<file path="src/rtl/cal_clock_pkg.sv">
package cal_clock_pkg;

    localparam int SEC_W  = 6;
    localparam int MIN_W  = 6;
    localparam int HOUR_W = 5;
    localparam int DAY_W  = 5;
    localparam int MON_W  = 4;
    localparam int DOW_W  = 3;
    localparam int YEAR_W = 7;

    localparam int SEC_LAST  = 59;
    localparam int MIN_LAST  = 59;
    localparam int HOUR_LAST = 23;
    localparam int HALF_DAY  = 12;
    localparam int DOW_LAST  = 6;

    typedef enum logic [MON_W-1:0] {
        M_JAN = 4'd1, M_FEB = 4'd2, M_MAR = 4'd3, M_APR = 4'd4,
        M_MAY = 4'd5, M_JUN = 4'd6, M_JUL = 4'd7, M_AUG = 4'd8,
        M_SEP = 4'd9, M_OCT = 4'd10, M_NOV = 4'd11, M_DEC = 4'd12
    } month_e;

    typedef struct packed {
        logic [HOUR_W-1:0] hour;
        logic [MIN_W-1:0]  min;
        logic [SEC_W-1:0]  sec;
    } tod_t;

    typedef struct packed {
        logic [YEAR_W-1:0] year;
        logic [MON_W-1:0]  month;
        logic [DAY_W-1:0]  day;
        logic [DOW_W-1:0]  dow;
    } date_t;

    function automatic logic is_leap(input logic [YEAR_W-1:0] yr, input int period);
        return (int'(yr) % period) == 0;
    endfunction

    function automatic logic [DAY_W-1:0] month_len(input logic [MON_W-1:0] mon,
                                                   input logic leap);
        case (mon)
            M_FEB:                         return leap ? DAY_W'(29) : DAY_W'(28);
            M_APR, M_JUN, M_SEP, M_NOV:    return DAY_W'(30);
            default:                       return DAY_W'(31);
        endcase
    endfunction

endpackage

</file>
<file path="src/rtl/cal_tod_counter.sv">
module cal_tod_counter
    import cal_clock_pkg::*;
(
    input  logic clk,
    input  logic rst,
    input  logic tick,
    input  logic load,
    input  tod_t load_val,
    output tod_t tod,
    output logic day_step
);

    logic sec_end, min_end, hour_end;

    assign sec_end  = (tod.sec  == SEC_W'(SEC_LAST));
    assign min_end  = (tod.min  == MIN_W'(MIN_LAST));
    assign hour_end = (tod.hour == HOUR_W'(HOUR_LAST));

    // Carry into the date is only meaningful when the tick is not overridden by a load.
    assign day_step = tick && !load && sec_end && min_end && hour_end;

    always_ff @(posedge clk) begin
        if (rst) begin
            tod <= '0;
        end else if (load) begin
            tod <= load_val;
        end else if (tick) begin
            if (!sec_end) begin
                tod.sec <= tod.sec + SEC_W'(1);
            end else begin
                tod.sec <= '0;
                if (!min_end) begin
                    tod.min <= tod.min + MIN_W'(1);
                end else begin
                    tod.min <= '0;
                    tod.hour <= hour_end ? '0 : tod.hour + HOUR_W'(1);
                end
            end
        end
    end

endmodule

</file>
<file path="src/rtl/cal_date_counter.sv">
module cal_date_counter
    import cal_clock_pkg::*;
#(
    parameter int YEAR_SPAN   = 100,
    parameter int LEAP_PERIOD = 4
) (
    input  logic  clk,
    input  logic  rst,
    input  logic  step,
    input  logic  load,
    input  date_t load_val,
    output date_t date,
    output logic  wrap
);

    localparam logic [YEAR_W-1:0] YEAR_LAST = YEAR_W'(YEAR_SPAN - 1);

    logic leap, last_day, last_month, last_year;

    assign leap       = is_leap(date.year, LEAP_PERIOD);
    assign last_day   = (date.day == month_len(date.month, leap));
    assign last_month = (date.month == M_DEC);
    assign last_year  = (date.year == YEAR_LAST);

    always_ff @(posedge clk) begin
        if (rst) begin
            date.year  <= '0;
            date.month <= M_JAN;
            date.day   <= DAY_W'(1);
            date.dow   <= '0;
            wrap       <= 1'b0;
        end else if (load) begin
            date <= load_val;
            wrap <= 1'b0;
        end else begin
            wrap <= step && last_day && last_month && last_year;
            if (step) begin
                date.dow <= (date.dow == DOW_W'(DOW_LAST)) ? '0 : date.dow + DOW_W'(1);
                if (!last_day) begin
                    date.day <= date.day + DAY_W'(1);
                end else begin
                    date.day <= DAY_W'(1);
                    if (!last_month) begin
                        date.month <= date.month + MON_W'(1);
                    end else begin
                        date.month <= M_JAN;
                        date.year  <= last_year ? '0 : date.year + YEAR_W'(1);
                    end
                end
            end
        end
    end

endmodule

</file>
<file path="src/rtl/cal_hour_view.sv">
module cal_hour_view
    import cal_clock_pkg::*;
(
    input  logic [HOUR_W-1:0] hour24,
    input  logic              mode12,
    output logic [HOUR_W-1:0] hour_out,
    output logic              pm
);

    localparam logic [HOUR_W-1:0] NOON = HOUR_W'(HALF_DAY);

    always_comb begin
        pm = (hour24 >= NOON);
        if (!mode12) begin
            hour_out = hour24;
        end else if (hour24 == '0) begin
            hour_out = NOON;
        end else if (hour24 > NOON) begin
            hour_out = hour24 - NOON;
        end else begin
            hour_out = hour24;
        end
    end

endmodule

</file>
<file path="src/rtl/cal_clock_top.sv">
module cal_clock_top
    import cal_clock_pkg::*;
#(
    parameter int YEAR_SPAN   = 100,
    parameter int LEAP_PERIOD = 4
) (
    input  logic              clk,
    input  logic              rst,
    input  logic              tick_i,
    input  logic              load_i,
    input  logic [YEAR_W-1:0] load_year_i,
    input  logic [MON_W-1:0]  load_month_i,
    input  logic [DAY_W-1:0]  load_day_i,
    input  logic [DOW_W-1:0]  load_dow_i,
    input  logic [HOUR_W-1:0] load_hour_i,
    input  logic [MIN_W-1:0]  load_min_i,
    input  logic [SEC_W-1:0]  load_sec_i,
    input  logic              mode12_i,
    output logic [YEAR_W-1:0] year_o,
    output logic [MON_W-1:0]  month_o,
    output logic [DAY_W-1:0]  day_o,
    output logic [DOW_W-1:0]  dow_o,
    output logic [HOUR_W-1:0] hour_o,
    output logic              pm_o,
    output logic [MIN_W-1:0]  min_o,
    output logic [SEC_W-1:0]  sec_o,
    output logic              wrap_o
);

    tod_t  tod_q, tod_ld;
    date_t date_q, date_ld;
    logic  day_step;

    assign tod_ld  = '{hour: load_hour_i, min: load_min_i, sec: load_sec_i};
    assign date_ld = '{year: load_year_i, month: load_month_i,
                       day: load_day_i, dow: load_dow_i};

    cal_tod_counter u_tod (
        .clk      (clk),
        .rst      (rst),
        .tick     (tick_i),
        .load     (load_i),
        .load_val (tod_ld),
        .tod      (tod_q),
        .day_step (day_step)
    );

    cal_date_counter #(
        .YEAR_SPAN   (YEAR_SPAN),
        .LEAP_PERIOD (LEAP_PERIOD)
    ) u_date (
        .clk      (clk),
        .rst      (rst),
        .step     (day_step),
        .load     (load_i),
        .load_val (date_ld),
        .date     (date_q),
        .wrap     (wrap_o)
    );

    cal_hour_view u_view (
        .hour24   (tod_q.hour),
        .mode12   (mode12_i),
        .hour_out (hour_o),
        .pm       (pm_o)
    );

    assign year_o  = date_q.year;
    assign month_o = date_q.month;
    assign day_o   = date_q.day;
    assign dow_o   = date_q.dow;
    assign min_o   = tod_q.min;
    assign sec_o   = tod_q.sec;

endmodule

</file>
<file path="config.mk">
export PLATFORM = sky130hd
export DESIGN_NAME = cal_clock_top
export DESIGN_NICKNAME = d
export VERILOG_FILES = /design/src/rtl/cal_clock_pkg.sv /design/src/rtl/cal_tod_counter.sv /design/src/rtl/cal_date_counter.sv /design/src/rtl/cal_hour_view.sv /design/src/rtl/cal_clock_top.sv
export SDC_FILE = /design/constraint.sdc
export NUM_CORES = 1
export LEC_CHECK = 0
export BUFFER_PORTS_ARGS = -buffer_cell sky130_fd_sc_hd__clkbuf_2
export CAP_MARGIN = 20
export CORE_ASPECT_RATIO = 1.4
export CORE_UTILIZATION = 52
export CTS_CLUSTER_DIAMETER = 80
export DETAILED_ROUTE_END_ITERATION = 8
export GPL_TIMING_DRIVEN = 0
export PLACE_DENSITY = 0.81
export SLEW_MARGIN = 20
export SYNTH_ARGS = -nofsm -noshare
export SYNTH_HDL_FRONTEND = slang
export SYNTH_SLANG_ARGS = --single-unit
</file>
<file path="constraint.sdc">
create_clock -name clk -period 2.4 [get_ports clk]
set_input_delay 0.12 -clock clk [delete_from_list [all_inputs] [get_ports clk]]
set_output_delay 0.12 -clock clk [all_outputs]
set_load 0.005 [all_outputs]
</file>
==> summary.md <==
| Metric | Value |
|---|---|
| Avg WL per Cell | `14.6 µm` |
| P&R area growth vs syn | `25.2%` |
| Power, Total | `1.69 mW` |
| WHS | `0.0347 ns` |
| Die Area | `5260 µm²` |
| Placed Instances | `477` |
| Leak Pwr | `1.45 nW` |
| IO Pins | `slightly below 80` |
| # setup viols final | `0` |
| Synth Area in XOR/XNOR | `less than 1%` |
| Area leader, netlist | `dfxtp_1` |
| Synth Area in Simple Gates | `between 20% and 30%` |
| Core area | `4800 µm²` |
| Status | `completed` |
| TritonCTS sink count | `37` |
| Fmax achieved | `434 MHz` |
| Finished Layout Cells | `489` |
| Worst vdd ir | `0.000397 V` |
| Slew Limit Headroom | `60.1%` |
| Worst Tran Pin Value | `0.599 ns` |
| Yosys cell types | `54` |
| Final wirelength | `7160 µm` |
| Clock Tree Buf Depth | `2` |
| Synth Area in Adders | `6.78%` |
| Syn Area/Cell | `7.72 µm²` |
| Max-Cap Viols | `0` |
| Synth async-reset ratio | `0%` |
| GR Overflow Total | `0` |
| Final hold violation count | `0` |
| Post-synthesis register bit count | `37` |
| Post-synthesis compound-gate area fraction | `a little under a quarter` |
| Warnings from Yosys | `0` |
| Multiplexer area fraction after synthesis | `about 3.5%` |
| Slew Viols, Final | `0` |
| Antenna diode count | `0` |
| Most used flip-flop cell after synthesis | `dfxtp_1` |
| DR vias/cell | `5.78` |
| Number of synthesized flops with an enable pin | `0` |
| Total GRT Usage | `27.4%` |
| Clk slew on worst S/H paths | `0.09 ns` |
| Drt pass-1 iters | `4` |
| Critical Path RT | `2.55 ns` |
| Post-synth top area share | `28.7%` |
| First-pass GRT wire length | `10900 µm` |
| Antenna viol nets, final | `0` |
| Post-synthesis sequential area ratio | `28.7%` |
| Antenna violations before repair | `0` |
| Final clock period utilization by the worst path | `96.0%` |
| Hold Buf Count CTS | `0` |
| Worst Setup Start Kind | `flop` |
| Critical path arrival | `about 2.5 ns` |
| Number of global-route vias before repair | `2405` |
| RSZ-0062 raised after global routing | `false` |
| Die extent in y | `85.4 µm` |
| Post-Route Skew | `0.0118 ns` |
| Placed inst area | `3060 µm²` |
| Crit. End Element | `flop` |
| Vias | `~2800` |
| Die span in x | `61.6 µm` |
| Clk_lat worst skew | `0.30 ns` |
| DR iter-0 viols | `169` |
| Crit path max fanout | `6` |
| Detail Placement HPWL | `5240 µm` |
| Filler instances | `between 400 and 500` |
| CTS Root Cell | `clkbuf_8` |
| Synth area leaders | `dfxtp_1, ha_1, nor2_1` |
| DRC violations left | `0` |
| Largest family of logic cells by synthesized area | `simple AND/OR/NAND/NOR gates` |
| Class of the worst hold path | `in -> reg` |
| Largest net degree at the start of global routing | `13` |
| I/O Buffers | `78` |
| Synth Net Count | `390` |
| Post-layout min period | `roughly 2.3 ns` |
| H-tree depth | `2` |
| CTS tree | `yes` |
| Placer Congestion | `0.877` |
| Initial core utilization | `a little over half` |
| Nets | `479` |
| Layout cells sized above 1 | `between 20% and 30%` |
| Mapped Cells | `335` |
| Power Dens Cells | `522 nW/µm²` |
| Kind of critical path | `reg -> reg` |
| Synthesized area | `2580 µm²` |
| Final instance area | `between 3000 and 4000 µm²` |
| CTS buffer count | `5` |
| Rows | `30` |
## where the power goes
group | total (mW) | switching, mW | internal [mW]
Sequential | 0.716 | 0.0611 | 0.655
Combinational | 0.316 | 0.163 | 0.153
Clock | 0.656 | 0.243 | 0.413
Total | 1.69 | 0.467 | 1.22
## through the flow
stage | setup slack [ns] | setup TNS [ns] | utilization [%]
2_1_floorplan | 0.178 | 0 | -
3_3_place_gp | 0.0188 | 0 | 63.6
3_5_place_dp | -0.0302 | -0.0302 | 63.6
4_1_cts | 0.0255 | 0 | 66.6
5_1_grt | 0.0111 | 0 | 67.4
6_report | 0.0959 | 0 | 67.4
## area by class of cell
class                           count  area (µm²)  share of cell area (%)
Multi-Input combinational cell    253        1640                    50.7
Tap cell                           64        80.1                    2.47
Sequential cell                    37         743                    23.0
Buffer                             28         155                    4.79
Clock buffer                        5        68.8                    2.13
Timing Repair Buffer               82         420                    13.0
Clock inverter                      3        65.1                    2.01
Inverter                           17        63.8                    1.97
## registers in the layout, summed over array words and instances (netlist names)
register and flops:
u_date.wrap 1, u_tod.tod 17, u_date.date 19
## placed cells by master (no fill, tap or decap), types with 4 or more instances in the layout
| cell type | count |
|---|---|
| clkbuf_2 | 78 |
| nor2_1 | 40 |
| dfxtp_1 | 35 |
| nand2_1 | 23 |
| nand3_1 | 21 |
| a21oi_1 | 17 |
| o21ai_0 | 17 |
| buf_4 | 17 |
| inv_1 | 16 |
| clkbuf_1 | 14 |
| a211oi_1 | 14 |
| ha_1 | 14 |
| nor3_1 | 13 |
| mux2i_1 | 9 |
| and3_1 | 7 |
| a31oi_1 | 6 |
| a22oi_1 | 5 |
| clkbuf_8 | 5 |
| nor3b_1 | 4 |
| o31ai_1 | 4 |
| nor2b_1 | 4 |
| and4_1 | 4 |
| o21bai_1 | 4 |
## worst max-delay path, cell delays in order, from the launching register on
cell      delay (ns)
dfxtp_2         0.35
inv_2           0.09
ha_1            0.18
or3b_4          0.40
mux2i_1         0.14
o21ai_2         0.26
and4_1          0.22
buf_4           0.15
mux2i_1         0.25
a211oi_2        0.10
## cells in the mapped netlist (2+ instances only)
library cell / n
nor3_1: 13
o211ai_1: 2
ha_1: 14
o21ai_2: 2
nand2_1: 23
buf_4: 12
a221oi_1: 2
o31ai_1: 4
xnor2_1: 2
nand2b_1: 2
nor2_1: 40
nand3_1: 21
a31oi_1: 6
nor2b_1: 4
nand3b_1: 2
mux2i_1: 9
a32o_1: 2
o21bai_1: 4
a22oi_1: 5
a21oi_1: 17
a41oi_1: 2
nor3b_1: 4
and3_1: 7
clkbuf_1: 14
o22ai_1: 3
dfxtp_1: 37
inv_1: 17
and4_1: 4
and2_1: 3
a311oi_1: 3
o21ai_0: 17
a211oi_1: 15
nor4b_1: 2
## routing by layer
layer,GRT usage [%],vias up,share of wire [%]
li1,-,1399,-
met3,4.12,9,4.9
met4,10.7,0,1.4
met1,32.7,1320,40
met5,0,-,0
met2,47.2,96,53
## worst paths after layout
kind / slack, ns / end / startpoint / cells past startpoint
hold reg to reg: 0.52 / u_tod.tod[13] / u_tod.tod[13] / 2
setup reg to reg: 0.1 / u_date.date[13] / u_date.date[8] / 9
setup / recovery: 0.1 / u_date.date[13] / u_date.date[8] / 9
hold / removal: 0.03 / u_tod.tod[1] / load_sec_i[1] / 3
## cell families after synthesis
family | Yosys count
AND/OR/NAND/NOR | 137
AO/OA/AOI/OAI | 91
buffers and inverters | 45
flip-flops | 37
adder cells (fa/ha/maj) | 14
multiplexers | 9
XOR/XNOR | 2
## what timing repair did
action	4_1_cts	5_1_grt
gates cloned	0	0
gates resized for setup	1	6
pin swaps	2	3
setup endpoints to repair	2	7
setup buffers	1	3
No activity file was read; power rests on OpenSTA's default activity.
